--- src/rtl/buf_data_port_pkg.sv ---
package buf_data_port_pkg;
    typedef enum logic [1:0] {
        ACC_NONE   = 2'd0,
        ACC_PTR_LO = 2'd1,
        ACC_PTR_HI = 2'd2,
        ACC_DATA   = 2'd3
    } acc_e;

    localparam int OFF_PTR_LO = 6;
    localparam int OFF_PTR_HI = 7;
    localparam int OFF_WIN_LO = 8;
    localparam int OFF_WIN_HI = 11;
    localparam int PTR_W      = 16;
    localparam int BYTE_W     = 8;
    localparam logic [BYTE_W-1:0] HI_READ_MASK = 8'hF7;
endpackage

--- src/rtl/dpp_decode.sv ---
module dpp_decode
    import buf_data_port_pkg::*;
#(
    parameter int OFF_W = 4
) (
    input  logic [OFF_W-1:0] off,
    output acc_e             cls
);
    always_comb begin
        unique case (off)
            OFF_W'(OFF_PTR_LO): cls = ACC_PTR_LO;
            OFF_W'(OFF_PTR_HI): cls = ACC_PTR_HI;
            OFF_W'(OFF_WIN_LO),
            OFF_W'(OFF_WIN_LO + 1),
            OFF_W'(OFF_WIN_LO + 2),
            OFF_W'(OFF_WIN_HI): cls = ACC_DATA;
            default:            cls = ACC_NONE;
        endcase
    end
endmodule

--- src/rtl/dpp_ptr_reg.sv ---
module dpp_ptr_reg
    import buf_data_port_pkg::*;
#(
    parameter int IDX_W = 11
) (
    input  logic              clk,
    input  logic              rst_n,
    input  logic              ld_lo,
    input  logic              ld_hi,
    input  logic              step,
    input  logic [BYTE_W-1:0] wbyte,
    output logic [PTR_W-1:0]  ptr
);
    localparam int HI_LSB = PTR_W - BYTE_W;

    logic [PTR_W-1:0] ptr_nxt;

    always_comb begin
        ptr_nxt = ptr;
        if (ld_lo) begin
            ptr_nxt[BYTE_W-1:0] = wbyte;
        end else if (ld_hi) begin
            ptr_nxt[PTR_W-1:HI_LSB] = wbyte;
        end else if (step) begin
            ptr_nxt[IDX_W-1:0] = ptr[IDX_W-1:0] + IDX_W'(1);
        end
    end

    always_ff @(posedge clk or negedge rst_n) begin
        if (!rst_n) begin
            ptr <= '0;
        end else begin
            ptr <= ptr_nxt;
        end
    end

    // a step wraps the index and keeps the upper bits
    assert_autoinc_R6: assert property (@(posedge clk) disable iff (!rst_n)
        (step && !ld_lo && !ld_hi) |=>
            (ptr[IDX_W-1:0] == $past(ptr[IDX_W-1:0]) + IDX_W'(1)) &&
            (ptr[PTR_W-1:IDX_W] == $past(ptr[PTR_W-1:IDX_W])));

    // with no load and no step, the pointer holds
    assert_ptr_hold_R5: assert property (@(posedge clk) disable iff (!rst_n)
        (!step && !ld_lo && !ld_hi) |=> $stable(ptr));

    // a low-half load keeps the high half
    assert_lo_only_R2: assert property (@(posedge clk) disable iff (!rst_n)
        ld_lo |=> (ptr[PTR_W-1:HI_LSB] == $past(ptr[PTR_W-1:HI_LSB])));

    // a high-half load keeps the low half
    assert_hi_only_R2: assert property (@(posedge clk) disable iff (!rst_n)
        (ld_hi && !ld_lo) |=> (ptr[BYTE_W-1:0] == $past(ptr[BYTE_W-1:0])));
endmodule

--- src/rtl/dpp_addr_gen.sv ---
module dpp_addr_gen
    import buf_data_port_pkg::*;
#(
    parameter int IDX_W  = 11,
    parameter int PAGE_W = 2
) (
    input  logic [PTR_W-1:0]  ptr,
    input  logic [1:0]        lane,
    input  logic [PAGE_W-1:0] pkt_num,
    input  logic [PAGE_W-1:0] rx_head,
    output logic [PAGE_W-1:0] page,
    output logic [IDX_W-1:0]  addr,
    output logic              stepping
);
    localparam int SEL_BIT  = PTR_W - 1;
    localparam int AUTO_BIT = PTR_W - 2;

    assign stepping = ptr[AUTO_BIT];
    assign page     = ptr[SEL_BIT] ? rx_head : pkt_num;
    assign addr     = stepping ? ptr[IDX_W-1:0]
                               : ptr[IDX_W-1:0] + IDX_W'(lane);
endmodule

--- src/rtl/buf_data_port.sv ---
module buf_data_port
    import buf_data_port_pkg::*;
#(
    parameter int OFF_W  = 4,
    parameter int IDX_W  = 11,
    parameter int PAGE_W = 2
) (
    input  logic              clk,
    input  logic              rst_n,
    input  logic              host_wr,
    input  logic              host_rd,
    input  logic [OFF_W-1:0]  host_off,
    input  logic [7:0]        host_wdata,
    output logic [7:0]        host_rdata,
    input  logic [PAGE_W-1:0] pkt_num,
    input  logic [PAGE_W-1:0] rx_head,
    output logic [PAGE_W-1:0] ram_page,
    output logic [IDX_W-1:0]  ram_addr,
    output logic              ram_we,
    output logic [7:0]        ram_wdata,
    input  logic [7:0]        ram_rdata
);
    localparam int HI_LSB = PTR_W - BYTE_W;

    acc_e             cls;
    logic [PTR_W-1:0] ptr;
    logic             stepping;
    logic             win_hit;

    dpp_decode #(.OFF_W(OFF_W)) u_dec (
        .off (host_off),
        .cls (cls)
    );

    dpp_addr_gen #(.IDX_W(IDX_W), .PAGE_W(PAGE_W)) u_agen (
        .ptr      (ptr),
        .lane     (host_off[1:0]),
        .pkt_num  (pkt_num),
        .rx_head  (rx_head),
        .page     (ram_page),
        .addr     (ram_addr),
        .stepping (stepping)
    );

    assign win_hit = (cls == ACC_DATA) && (host_rd || host_wr);

    dpp_ptr_reg #(.IDX_W(IDX_W)) u_ptr (
        .clk   (clk),
        .rst_n (rst_n),
        .ld_lo (host_wr && (cls == ACC_PTR_LO)),
        .ld_hi (host_wr && (cls == ACC_PTR_HI)),
        .step  (win_hit && stepping),
        .wbyte (host_wdata),
        .ptr   (ptr)
    );

    assign ram_we    = host_wr && (cls == ACC_DATA);
    assign ram_wdata = host_wdata;

    always_comb begin
        unique case (cls)
            ACC_PTR_LO: host_rdata = ptr[BYTE_W-1:0];
            ACC_PTR_HI: host_rdata = ptr[PTR_W-1:HI_LSB] & HI_READ_MASK;
            ACC_DATA:   host_rdata = ram_rdata;
            default:    host_rdata = '0;
        endcase
    end

    // the RAM is written only by a host write in the data window
    assert_we_window_R7: assert property (@(posedge clk) disable iff (!rst_n)
        ram_we |-> (host_wr && host_off >= OFF_W'(OFF_WIN_LO)
                            && host_off <= OFF_W'(OFF_WIN_HI)));

    // bit 3 of the high pointer byte never reads back as 1
    assert_hi_mask_R3: assert property (@(posedge clk) disable iff (!rst_n)
        (host_rd && host_off == OFF_W'(OFF_PTR_HI)) |-> (host_rdata[3] == 1'b0));

    // reads outside offsets 6..11 return zero
    assert_zero_read_R9: assert property (@(posedge clk) disable iff (!rst_n)
        (host_rd && (host_off < OFF_W'(OFF_PTR_LO) || host_off > OFF_W'(OFF_WIN_HI)))
            |-> (host_rdata == 8'h00));
endmodule

--- config.mk ---
export PLATFORM = sky130hd
export DESIGN_NAME = buf_data_port
export DESIGN_NICKNAME = d
export VERILOG_FILES = /design/src/rtl/buf_data_port_pkg.sv /design/src/rtl/dpp_decode.sv /design/src/rtl/dpp_ptr_reg.sv /design/src/rtl/dpp_addr_gen.sv /design/src/rtl/buf_data_port.sv
export SDC_FILE = /design/constraint.sdc
export NUM_CORES = 1
export LEC_CHECK = 0
export BUFFER_PORTS_ARGS = -buffer_cell sky130_fd_sc_hd__buf_2
export CORE_AREA = 8 8 89 91
export DETAILED_ROUTE_END_ITERATION = 10
export DIE_AREA = 0 0 97 99
export RECOVER_POWER = 50
export SLEW_MARGIN = 30
export SYNTH_ARGS = -nofsm -noshare
export SYNTH_HDL_FRONTEND = slang
export SYNTH_HIERARCHICAL = 1
export SYNTH_SLANG_ARGS = --single-unit
--- constraint.sdc ---
create_clock -name clk -period 1.95 [get_ports clk]
set_input_delay 0.195 -clock clk [delete_from_list [all_inputs] [get_ports clk]]
set_output_delay 0.195 -clock clk [all_outputs]
set_load 0.005 [all_outputs]
==> results.yml <==
status:
  status: "finished with violations"
  violations: "negative setup slack"
synth:
  yosysWarnings: 6
  avgSynthCellArea_sq_um: 9.57
  synthesis.nets: 195
  synth_cells: 163
  syn_area_sq_um: 1560
die:
  rows: 30
  die_h_um: 99
  start_util_pct: 23.8
  ioPinCount: 58
  core_area_sq_um: 6570
  fp.dieArea_sq_um: 9600
  die_x_um: 97
sta:
  tightest_slew_ns: 0.914
  hold_viol: 0
  finalSetupViolCount: 4
  fmax_mhz: 500
  fin_crit_ns: 2.00
  rsz0062_at_grt: "true"
  fin_ws_ns: -0.0483
  slew_headroom_pct: 39.0
  slew_viol_final: 0
  fin_tns_setup_ns: -0.110
  fin_skew_ns: 0.00383
  min_period_over_period_pct: 102
power:
  power_frac_seq_pct: 33.7
  pwr-share-clk_pct: 16.5
  peakVddDrop_mv: 0.397
  switching_share_pct: 40.2
  pwr-share-comb_pct: 49.8
  power_density_nw_per_um2: 776
  leakagePower_nw: 0.911
  switching_power_uw: 633
  p_int_uw: 941
final_layout:
  area_growth_pct: 30.0
  layout-drive-gt1-share_pct: 46.0
  fillCellCount: 692
  postLayoutCellArea_sq_um: 2030
  nets: 257
  top_regs: "u_ptr/ptr: 15 flops"
  final_cell_mix: "buf_2, buf_4, dfrtp_1"
  layout_commonest_cell: "buf_2"
  largest-register: "u_ptr/ptr"
  stdcell_count: 304
  num_antenna_cells: 0
  largest_reg_flops: 15
placed_design:
  hpwlAfterDp_um: 3820
  port_buffers: 57
  dp_slack_ns: -0.0850
  placed_cell_area_sq_um: 1920
  place.gp.congestion: 0.817
  dpl.cell_count: 296
global_route:
  overflow: 0
  grt_pass1_wl_um: 7670
  grt_pass1_vias: 1544
  track_usage_pct: 9.54
  grt_start_max_net_pins: 17
  antenna_found_initial: 0
critical_path:
  start_kind: "flop"
  crit_fanout: 5
  cp_cell_sequence: "ha_2 -> inv_2 -> fa_2 -> nor2_4 -> and3_4 -> xor2_1 -> buf_2"
  criticalPathCategory: "flop to output pin"
  arrival_ns: 1.80
  cp_slowest_stage_delay_ns: 0.36
  slowest_stage: "dfrtp_1"
  critical-path-top-delay-family: "adder cells"
  required_ns: 1.75
  cp.buffers_inverters: 2
  cp-end-kind: "output pin"
routing:
  ant_nets: 0
  vias: 1463
  viasPerCell: 4.81
  drt-pass1-iter-count: 4
  drt_iter0_markers: 64
  drc_errors: 0
  post_drt_wl_per_cell_um: 15.6
  routed_wl_um: 4730
clock_tree:
  cts_buffers: 3
  max-clock-path-buffers: 2
  cts_sinks: 15
  path_clk_slew_ns: 0.07
  insertion_delay_ns: 0.25
  htreeDepth: 1
  cts_tree: "built"
  cts-root-buf: "clkbuf_8"
flow_run:
  cap_violations: 0
hold_path:
  min_path_type: "input port to flop"
## tightest hold or removal path, cell delays in order
cell	delay [ns]
buf_2	0.11
nand2_1	0.05
o21ai_0	0.06
## path summary, 6_finish.rpt
path                       cells after the start  slack (ns)          start       endpoint
setup reg to reg                               6        0.22   u_ptr/ptr[0]   u_ptr/ptr[6]
hold reg to reg                                1        0.51  u_ptr/ptr[13]  u_ptr/ptr[13]
setup / recovery                               7       -0.05   u_ptr/ptr[0]    ram_addr[4]
min in group asynchronous                      2        0.60          rst_n   u_ptr/ptr[9]
max in group asynchronous                      2        0.79          rst_n   u_ptr/ptr[2]
hold / removal                                 3        0.21  host_wdata[2]   u_ptr/ptr[2]
## area by class of cell
type / instances / area [sq um] / share of cell area [%]
Multi-Input combinational cell: 124 / 1080 / 53.1
Timing Repair Buffer: 74 / 404 / 19.9
Sequential cell: 15 / 375 / 18.5
Tap cell: 80 / 100 / 4.94
Clock buffer: 3 / 41.3 / 2.04
Inverter: 7 / 26.3 / 1.30
Clock inverter: 1 / 5.00 / 0.247
## power by group through the flow
stage / logic, mW / registers, mW / clock network, mW
after detailed placement: 0.743 / 0.534 / 0
after CTS: 0.766 / 0.528 / 0.269
after global placement: 0.731 / 0.535 / 0
after global routing: 0.858 / 0.547 / 0.285
final: 0.785 / 0.531 / 0.259
after floorplan: 0.454 / 0.521 / 0
## routing by layer
metal | GRT usage, % | share of wire, % | routed length (um) | up-vias
li1 | - | - | - | 718
met1 | 11.0 | 44 | 2070 | 700
met2 | 16.7 | 50 | 2380 | 41
met3 | 2.59 | 5.4 | 257 | 4
met4 | 2.84 | 0.59 | 28 | 0
met5 | 0 | 0 | 0 | -
## per-stage QoR
stage	total power, mW	util (%)	hold slack, ns
5_1_grt	1.69	30.9	0.221
3_3_place_gp	1.27	29.3	0.131
3_5_place_dp	1.28	29.3	0.136
2_1_floorplan	0.976	-	-0.101
4_1_cts	1.56	30.5	0.186
6_report	1.57	30.9	0.206
## repair_timing
action,in CTS,in global routing
pin swaps,5,4
hold buffers,1,0
buffers inserted,2,1
endpoints found under the setup margin,7,9
hold endpoints to repair,15,0
resized for setup,3,4
No activity file was read; power rests on OpenSTA's default activity.
